<file path="src/rtl/pt_walk3_pkg.sv">
package pt_walk3_pkg;

   // walk controller states
   typedef enum logic [1:0] {
      WK_IDLE  = 2'd0,
      WK_ISSUE = 2'd1,
      WK_WAIT  = 2'd2
   } walk_state_t;

   // entry flag positions (fixed by the table format)
   localparam int ENT_VALID = 0;
   localparam int ENT_READ  = 1;
   localparam int ENT_EXEC  = 3;

endpackage

</file>
<file path="src/rtl/pt_walk3_mode.sv">
module pt_walk3_mode #(
   parameter int XLEN      = 64,
   parameter int PA_W      = 56,
   parameter int OFF_W     = 12,
   parameter int ROOT_W    = 44,
   parameter int MODE_BIT  = 63,
   parameter int PRIV_W    = 2,
   parameter int MACH_PRIV = 3
) (
   input  logic [XLEN-1:0]   ctl,
   input  logic [PRIV_W-1:0] priv,
   output logic              xlate_on,
   output logic [PA_W-1:0]   root_base
);

   if (ROOT_W + OFF_W != PA_W) begin : g_bad_root
      $error("pt_walk3_mode: root field plus offset must equal PA width");
   end
   if (MODE_BIT >= XLEN) begin : g_bad_mode
      $error("pt_walk3_mode: mode bit outside control word");
   end

   logic unused_ctl;
   assign unused_ctl = ^ctl;

   assign xlate_on  = ctl[MODE_BIT] && (priv != PRIV_W'(MACH_PRIV));
   assign root_base = {ctl[ROOT_W-1:0], {OFF_W{1'b0}}};

endmodule

</file>
<file path="src/rtl/pt_walk3_addr.sv">
module pt_walk3_addr #(
   parameter int XLEN  = 64,
   parameter int PA_W  = 56,
   parameter int VPN_W = 9,
   localparam int SHIFT = $clog2(XLEN/8),
   localparam int WA_W  = PA_W - SHIFT
) (
   input  logic [PA_W-1:0]  base,
   input  logic [VPN_W-1:0] vpn,
   output logic [WA_W-1:0]  waddr
);

   if ((XLEN % 8) != 0) begin : g_bad_xlen
      $error("pt_walk3_addr: entry width must be whole bytes");
   end

   logic unused_lo;
   assign unused_lo = ^base[SHIFT-1:0];

   // byte address base + vpn*entry_bytes, expressed in entry-sized words
   assign waddr = base[PA_W-1:SHIFT] + WA_W'(vpn);

endmodule

</file>
<file path="src/rtl/pt_walk3_compose.sv">
module pt_walk3_compose #(
   parameter int VA_W   = 39,
   parameter int PA_W   = 56,
   parameter int LEVELS = 3,
   parameter int VPN_W  = 9,
   parameter int OFF_W  = 12,
   parameter int PPN_W  = 44,
   localparam int LVL_W = $clog2(LEVELS)
) (
   input  logic [VA_W-1:0]  va,
   input  logic [PPN_W-1:0] ppn,
   input  logic [LVL_W-1:0] lvl,
   output logic [PA_W-1:0]  pa
);

   if (PPN_W + OFF_W != PA_W) begin : g_bad_pa
      $error("pt_walk3_compose: page number plus offset must equal PA width");
   end

   logic [PA_W-1:0] cand [LEVELS];

   // a leaf at level l keeps l page indices plus the offset from the VA
   for (genvar l = 0; l < LEVELS; l++) begin : g_lvl
      localparam int KEEP = OFF_W + l*VPN_W;
      if (l == 0) begin : g_page
         assign cand[l] = {ppn, va[OFF_W-1:0]};
      end else begin : g_super
         assign cand[l] = {ppn[PPN_W-1:l*VPN_W], va[KEEP-1:0]};
      end
   end

   always_comb begin
      pa = cand[0];
      for (int l = 1; l < LEVELS; l++) begin
         if (lvl == LVL_W'(l)) pa = cand[l];
      end
   end

endmodule

</file>
<file path="src/rtl/pt_walk3.sv">
module pt_walk3
   import pt_walk3_pkg::*;
#(
   parameter int XLEN      = 64,
   parameter int VA_W      = 39,
   parameter int PA_W      = 56,
   parameter int LEVELS    = 3,
   parameter int VPN_W     = 9,
   parameter int OFF_W     = 12,
   parameter int PPN_LSB   = 10,
   parameter int PPN_W     = 44,
   parameter int MODE_BIT  = 63,
   parameter int PRIV_W    = 2,
   parameter int MACH_PRIV = 3,
   localparam int WA_W     = PA_W - $clog2(XLEN/8),
   localparam int LVL_W    = $clog2(LEVELS)
) (
   input  logic              clk,
   input  logic              rst,
   input  logic              tr_valid,
   input  logic [VA_W-1:0]   tr_vaddr,
   input  logic [XLEN-1:0]   xlat_ctl,
   input  logic [PRIV_W-1:0] priv_lvl,
   output logic [PA_W-1:0]   pa_out,
   output logic              done,
   output logic              fault,
   output logic              mem_req_valid,
   input  logic              mem_req_ready,
   output logic [WA_W-1:0]   mem_req_addr,
   input  logic              mem_rsp_valid,
   input  logic [XLEN-1:0]   mem_rsp_data
);

   if (LEVELS*VPN_W + OFF_W != VA_W) begin : g_bad_va
      $error("pt_walk3: VA width must equal levels*index + offset");
   end
   if (PPN_LSB + PPN_W > XLEN) begin : g_bad_ppn
      $error("pt_walk3: page number field exceeds entry width");
   end
   if (VA_W > PA_W) begin : g_bad_bare
      $error("pt_walk3: bypass needs PA at least as wide as VA");
   end

   walk_state_t      state;
   logic [LVL_W-1:0] lvl;
   logic [VA_W-1:0]  va_q;
   logic [PA_W-1:0]  base_q;
   logic             done_q, fault_q;
   logic [PA_W-1:0]  pa_q;

   logic             xlate_on;
   logic [PA_W-1:0]  root_base;
   logic [VPN_W-1:0] vpn_sel;
   logic [PPN_W-1:0] ent_ppn;
   logic [PA_W-1:0]  leaf_pa;
   logic             ent_v, ent_leaf;
   logic             unused_rsp;

   assign unused_rsp = ^mem_rsp_data;

   pt_walk3_mode #(
      .XLEN(XLEN), .PA_W(PA_W), .OFF_W(OFF_W), .ROOT_W(PA_W-OFF_W),
      .MODE_BIT(MODE_BIT), .PRIV_W(PRIV_W), .MACH_PRIV(MACH_PRIV)
   ) mode_i (
      .ctl(xlat_ctl), .priv(priv_lvl), .xlate_on(xlate_on), .root_base(root_base)
   );

   // page index for the current level
   always_comb begin
      vpn_sel = va_q[OFF_W +: VPN_W];
      for (int l = 1; l < LEVELS; l++) begin
         if (lvl == LVL_W'(l)) vpn_sel = va_q[OFF_W + l*VPN_W +: VPN_W];
      end
   end

   pt_walk3_addr #(
      .XLEN(XLEN), .PA_W(PA_W), .VPN_W(VPN_W)
   ) addr_i (
      .base(base_q), .vpn(vpn_sel), .waddr(mem_req_addr)
   );

   assign ent_ppn  = mem_rsp_data[PPN_LSB +: PPN_W];
   assign ent_v    = mem_rsp_data[ENT_VALID];
   assign ent_leaf = mem_rsp_data[ENT_READ] | mem_rsp_data[ENT_EXEC];

   pt_walk3_compose #(
      .VA_W(VA_W), .PA_W(PA_W), .LEVELS(LEVELS), .VPN_W(VPN_W),
      .OFF_W(OFF_W), .PPN_W(PPN_W)
   ) comp_i (
      .va(va_q), .ppn(ent_ppn), .lvl(lvl), .pa(leaf_pa)
   );

   always_ff @(posedge clk) begin
      if (rst) begin
         state   <= WK_IDLE;
         lvl     <= '0;
         va_q    <= '0;
         base_q  <= '0;
         done_q  <= 1'b0;
         fault_q <= 1'b0;
         pa_q    <= '0;
      end else begin
         done_q <= 1'b0;
         unique case (state)
            WK_IDLE: begin
               if (tr_valid) begin
                  va_q <= tr_vaddr;
                  if (xlate_on) begin
                     base_q <= root_base;
                     lvl    <= LVL_W'(LEVELS-1);
                     state  <= WK_ISSUE;
                  end else begin
                     pa_q    <= PA_W'(tr_vaddr);
                     fault_q <= 1'b0;
                     done_q  <= 1'b1;
                  end
               end
            end
            WK_ISSUE: begin
               if (mem_req_ready) state <= WK_WAIT;
            end
            WK_WAIT: begin
               if (mem_rsp_valid) begin
                  if (!ent_v || (!ent_leaf && lvl == '0)) begin
                     pa_q    <= '0;
                     fault_q <= 1'b1;
                     done_q  <= 1'b1;
                     state   <= WK_IDLE;
                  end else if (ent_leaf) begin
                     pa_q    <= leaf_pa;
                     fault_q <= 1'b0;
                     done_q  <= 1'b1;
                     state   <= WK_IDLE;
                  end else begin
                     base_q <= {ent_ppn, {OFF_W{1'b0}}};
                     lvl    <= lvl - LVL_W'(1);
                     state  <= WK_ISSUE;
                  end
               end
            end
            default: state <= WK_IDLE;
         endcase
      end
   end

   assign mem_req_valid = (state == WK_ISSUE);
   assign done          = done_q;
   assign fault         = fault_q;
   assign pa_out        = pa_q;


   req_hold_chk: assert property (@(posedge clk) disable iff (rst)
      mem_req_valid && !mem_req_ready |=> mem_req_valid && $stable(mem_req_addr));


   done_pulse_chk: assert property (@(posedge clk) disable iff (rst)
      done |=> !done);


   bypass_nomem_chk: assert property (@(posedge clk) disable iff (rst)
      (state == WK_IDLE) && tr_valid && !xlate_on |=> done && !fault && !mem_req_valid);


   fault_with_done_chk: assert property (@(posedge clk) disable iff (rst)
      $rose(fault) |-> done && (pa_out == '0));


   no_req_while_wait_chk: assert property (@(posedge clk) disable iff (rst)
      (state == WK_WAIT) && !mem_rsp_valid |=> !mem_req_valid);

endmodule

</file>
<file path="config.mk">
export PLATFORM = sky130hd
export DESIGN_NAME = pt_walk3
export DESIGN_NICKNAME = d
export VERILOG_FILES = /design/src/rtl/pt_walk3_pkg.sv /design/src/rtl/pt_walk3_mode.sv /design/src/rtl/pt_walk3_addr.sv /design/src/rtl/pt_walk3_compose.sv /design/src/rtl/pt_walk3.sv
export SDC_FILE = /design/constraint.sdc
export NUM_CORES = 1
export LEC_CHECK = 0
export CAP_MARGIN = 20
export CORE_AREA = 2 2 110 112
export CTS_CLUSTER_DIAMETER = 60
export DETAILED_ROUTE_END_ITERATION = 16
export DIE_AREA = 0 0 112 114
export DONT_BUFFER_PORTS = 1
export PLACE_DENSITY_LB_ADDON = 0.08
export SLEW_MARGIN = 15
export SYNTH_ARGS = -nofsm -noshare
export SYNTH_HDL_FRONTEND = slang
export SYNTH_SLANG_ARGS = --single-unit
</file>
<file path="constraint.sdc">
create_clock -name clk -period 2.1 [get_ports clk]
set_input_delay 0.315 -clock clk [delete_from_list [all_inputs] [get_ports clk]]
set_output_delay 0.315 -clock clk [all_outputs]
set_load 0.05 [all_outputs]
</file>
==> results of run 1 <==
worst paths after layout:
| path | from | to | depth (start not counted) |
|---|---|---|---|
| setup / recovery | lvl[1]$_SDFFE_PP0P_ | mem_req_addr[3] | 6 |
| setup reg to reg | lvl[0]$_SDFFE_PP0P_ | done$_SDFF_PP0_ | 9 |
| hold reg to reg | va_q[10]$_SDFFE_PP0P_ | va_q[10]$_SDFFE_PP0P_ | 2 |
| hold / removal | rst | fault$_SDFFE_PP0P_ | 1 |
metal layers:
| layer | up-vias | part of all wire | routed length [um] | global-route usage |
|---|---|---|---|---|
| li1 | 2764 | - | - | - |
| met1 | 2853 | 0.39 | 7650 | 0.345 |
| met2 | 261 | 0.49 | 9500 | 0.508 |
| met3 | 45 | 0.098 | 1920 | 0.112 |
| met4 | 0 | 0.021 | 414 | 0.106 |
| met5 | - | 0 | 0 | 0 |
worst reg2reg max path, stage by stage (launching register included):
cell           delay (ns)
dfxtp_2              0.36
inv_1                0.08
ha_1                 0.22
nor3_1               0.13
buf_4                0.17
a21oi_4              0.08
nand2_2              0.10
buf_12               0.12
nor2_1               0.04
dlygate4sd3_1        0.54
report_power, final:
part           total [W]  internal [W]  switching, W
clock            0.00269       0.00158       0.00111
sequential       0.00352       0.00293      0.000586
combinational   0.000904      0.000418      0.000486
state kept, by name (all words and copies together) (netlist names):
signal	count
pa_out	56
base_q	44
va_q	39
lvl	2
state	2
done	1
fault	1
cell usage in the layout, fill, tap and decap left out, types with 3 or more instances in the layout:
cell	count
mux2i_2	3
dfxtp_1	141
dlygate4sd3_1	36
clkbuf_16	17
dfxtp_2	4
a311oi_1	44
clkbuf_1	4
nand2b_1	18
o21ai_2	9
a211oi_1	40
clkbuf_8	3
a21oi_1	80
nor2_1	52
nand2_1	177
mux2i_1	22
mux2_2	18
inv_1	5
buf_4	18
buf_12	17
clkinv_2	7
nand3_1	17
a22oi_1	39
buf_6	3
repair_timing:
action	CTS	global route
pin swaps	1	1
endpoints found under the hold margin	126	0
endpoints found under the setup margin	8	63
buffers inserted	0	7
hold buffers	37	0
cloned	0	1
resized for setup	9	19
through the flow:
step	instances	util	TNS, ns
after floorplan	767	-	-0.861
after global placement	872	0.574	0
after detailed placement	872	0.574	0
after CTS	940	0.654	0
after global routing	948	0.666	-0.0394
final	948	0.666	0
cell type report:
cell class	count	area [um2]	area share
multi-input cells	544	3270	0.419
inverters	5	18.8	0.00241
repair buffers	76	902	0.116
flip-flops and latches	145	2910	0.373
clock inverters	7	35.0	0.00449
well taps	147	184	0.0236
clock buffers	24	482	0.0618
logic make-up (layout without fill, tap and decap cells):
family          after synthesis  count (layout)  synth area share
simple gates                279             279             0.181
compound gates              218             218             0.231
flops                       145             145             0.455
buf+inv                      78             112            0.0547
fa+ha+maj                     3               3           0.00588
mux                          44              44            0.0725
==> impl_metrics.ini, run 1 <==
[status]
run_status = complete, no violations

[floorplan]
ioPinCount = 286
die_h_um = 114
die_w_um = 112
core_mm2 = 0.0117
die_area_mm2 = 0.0128
start_util = 0.545
placementRows = 40

[synthesis]
ys_top_cells_by_area = dfxtp_1 45%, nand2_1 10%, a21oi_1 6.3%
synthArstFlopShare = 0
yosysUniqueCellTypes = 34
syn-mean-instance-area_um2 = 8.32
syn_inst = 767
synth-main-ff-cell = dfxtp_1
yosysTopAreaCell = dfxtp_1
ys_warn_count = 0
yosys.area.top_type_share = 0.455
synth_commonest_cells = 178 x nand2_1, 145 x dfxtp_1, 80 x a21oi_1
synth_nets = 944
yosysMostFrequentCell = nand2_1
synth_edf_count = 0
synth_seq_area_share = 0.455
yosys_register_bits = 145
netlist_area_mm2 = 0.00638

[global_route]
track_usage = 0.297
grt_overflow = 0
antenna_found_initial = 0
grt_pass1_vias = 5932
grt_max_degree = 92
grt_pass1_wl_um = 30300

[sta]
holdWs_ns = 0.0238
clock_skew_ns = 0.00663
drv_slew = 0
worst_slew_pin_slew_ns = 0.667
setup_viol = 0
max_freq_mhz = 492
fin_crit_ns = 2.03
timing.final.ws_setup_ns = 0.0688
slew_headroom = 0.554
rsz0062_at_grt = yes
fin_crit_sh = 0.967
hold_viol = 0

[worst_setup_path]
cp_num_buf_inv = 3
slowest_delay_ns = 0.33
cp_cell_sequence = inv_1 > ha_4 > buf_2 > mux2i_1 > o21ai_2 > buf_12
cp_data_arrival_time_ns = 1.72
reg2reg_slack_ns = 0.15
crit_path_start_kind = register
crit_type = reg -> out
cp.required_ns = 1.78
crit_family = buffers and inverters
critical_path.max_fanout = 4
end_kind = primary output
critPathSlowestCell = dfxtp_2

[place]
dp_slack_ns = 0.0441
io_buffers = 0
postPlaceCellArea_mm2 = 0.00673
place_congestion = 0.804
hpwl_um = 12400

[finish]
drive_above_1_share = 0.145
design_area_mm2 = 0.00780
insertedDiodeCount = 0
areaGrowthSynthToFinish_pct = 22.1
nets = 966
num-fill-cells = 1040

[routing]
drtPass1Iterations = 5
viasPerCell = 6.25
drt-wirelength-per-cell_um = 20.6
drt_wl_total_um = 19500
drt_iter0_drc = 426
drc = 0
drtAntennaViolNets = 0
vias = 5923

[hold_path]
min_path_type = in -> reg

[power_and_ir_drop]
p_leak_nw = 2.97
vdd_ir_drop_max_mv = 0.683
power_density_mw_per_mm2 = 913
p_total_w = 0.00712

[clock_tree]
cts_buffers = 17
root_buffer = clkbuf_16
clkSinkCount = 145
clk_path_buf_depth = 2
clkTransAtPathRegs_ns = 0.06
htreeDepth = 4
clkLatencyLatePin_ns = 0.42
cts_tree = done

[flow_run]
max_cap_violations = 0
No activity file was read; power rests on OpenSTA's default activity.
==> run 2, diff against run 1 <==
--- a/config.mk
+++ b/config.mk
@@ -12,6 +12,7 @@
 export DIE_AREA = 0 0 112 114
 export DONT_BUFFER_PORTS = 1
 export PLACE_DENSITY_LB_ADDON = 0.08
+export SETUP_SLACK_MARGIN = 0.1
 export SLEW_MARGIN = 15
 export SYNTH_ARGS = -nofsm -noshare
 export SYNTH_HDL_FRONTEND = slang
==> impl_metrics.ini, run 2 (synthesis gave the netlist of run 1 again) <==
[global_route]
grt_overflow = 0
grt_pass1_vias = 5685
track_usage = 0.290
grt_max_degree = 149
antenna_found_initial = 0
grt_pass1_wl_um = 29600

[worst_setup_path]
critical_path.max_fanout = 4
r2r_start = lvl[0]$_SDFFE_PP0P_
cp-startpoint = lvl[1]$_SDFFE_PP0P_
crit_path_start_kind = register
crit_type = reg -> out
cp_data_arrival_time_ns = 1.64
end_kind = primary output
cp.required_ns = 1.78

[sta]
fin_crit_sh = 0.932
hold_viol = 0
worst_slew_pin_slew_ns = 0.685
slew_headroom = 0.542
clock_skew_ns = 0.00542
rsz0062_at_grt = yes
holdWs_ns = 0.0277
max_freq_mhz = 511
fin_crit_ns = 1.96
tns_ns = 0
setup_viol = 0
drv_slew = 0

[routing]
drt_iter0_drc = 469
viasPerCell = 6.29
vias = 5814
drtPass1Iterations = 6
drt-wirelength-per-cell_um = 21.2
drtAntennaViolNets = 0
drt_wl_total_um = 19600
drc = 0

[finish]
final_util = 0.660
nets = 943
insertedDiodeCount = 0
drive_above_1_share = 0.161
areaGrowthSynthToFinish_pct = 21.2
final_cell_mix = 177 x nand2_1, 143 x dfxtp_1, 80 x a21oi_1
num-fill-cells = 1030
largest_reg_flops = 56
design_area_mm2 = 0.00773
final_common_cell = nand2_1

[clock_tree]
clkTransAtPathRegs_ns = 0.06
root_buffer = clkbuf_16
cts_tree = done
htreeDepth = 4
clkLatencyLatePin_ns = 0.42
clk_path_buf_depth = 2
clkSinkCount = 145
cts_buffers = 17

[floorplan]
die_area_mm2 = 0.0128
die_w_um = 112
ioPinCount = 286
core_mm2 = 0.0117
start_util = 0.545
die_h_um = 114
placementRows = 40

[power_and_ir_drop]
vdd_ir_drop_max_mv = 0.699
p_total_w = 0.00711
power_density_mw_per_mm2 = 919
p_leak_nw = 2.87

[status]
run_status = complete, no violations

[place]
place_congestion = 0.804
postPlaceCellArea_mm2 = 0.00673
io_buffers = 0
hpwl_um = 12400

[flow_run]
max_cap_violations = 0

[hold_path]
min-delay-start = tr_vaddr[23]
min_path_type = in -> reg
run 2: cell types whose count changed in the layout (fill, tap and decap cells not counted), sizes merged:
cell | before | now
buf | 40 | 39
clkbuf | 24 | 25
dlygate4sd3 | 36 | 13
run 2: final timing paths:
path                                          endpoint  slack (ns)  depth (start not counted)
worst max-delay path                   mem_req_addr[8]        0.14                          6
worst min-delay path             va_q[23]$_SDFFE_PP0P_        0.03                          2
worst max register to register  pa_out[3]$_SDFFE_PP0P_        0.17                          9
worst min register to register   va_q[30]$_SDFFE_PP0P_        0.46                          2
run 2: where the power goes:
part | internal (W) | total [W] | switching (W) | leakage, nW
Combinational | 0.000403 | 0.000905 | 0.000502 | 1.42
Sequential | 0.00293 | 0.00352 | 0.000587 | 1.19
Clock | 0.00158 | 0.00268 | 0.00110 | 0.263
run 2: area by class of cell:
type	count	area [um2]	share of cell area
Sequential cell	145	2910	0.376
Clock buffer	24	482	0.0623
Timing Repair Buffer	53	738	0.0954
Clock inverter	7	35.0	0.00453
Inverter	5	18.8	0.00243
Tap cell	147	184	0.0238
Multi-Input combinational cell	544	3370	0.436
run 2: repair_timing:
| action | 4_1_cts | 5_1_grt |
|---|---|---|
| gates resized for setup | 28 | 32 |
| endpoints found under the hold margin | 127 | 68 |
| pin swaps | 2 | 6 |
| gates cloned | 2 | 2 |
| setup buffers | 1 | 2 |
| endpoints found under the setup margin | 26 | 67 |
| hold buffers | 12 | 3 |
run 2: per-stage QoR:
stage | std cells | worst slack, ns
2_1_floorplan | 767 | -0.108
3_3_place_gp | 872 | 0.170
3_5_place_dp | 872 | 0.0441
4_1_cts | 918 | 0.101
5_1_grt | 925 | 0.0604
6_report | 925 | 0.143
run 2: per-layer routing:
layer	up-vias	share of wire	track usage
li1	2714	-	-
met1	2774	0.39	0.347
met2	293	0.48	0.482
met3	33	0.11	0.111
met4	0	0.019	0.0976
met5	-	0	0
run 2: critical path, stage by stage, from the launching register on:
cell and delay (ns):
dfxtp_2 0.34, inv_2 0.05, ha_4 0.16, buf_4 0.16, mux2i_2 0.15, o21ai_2 0.19
buf_12 0.16
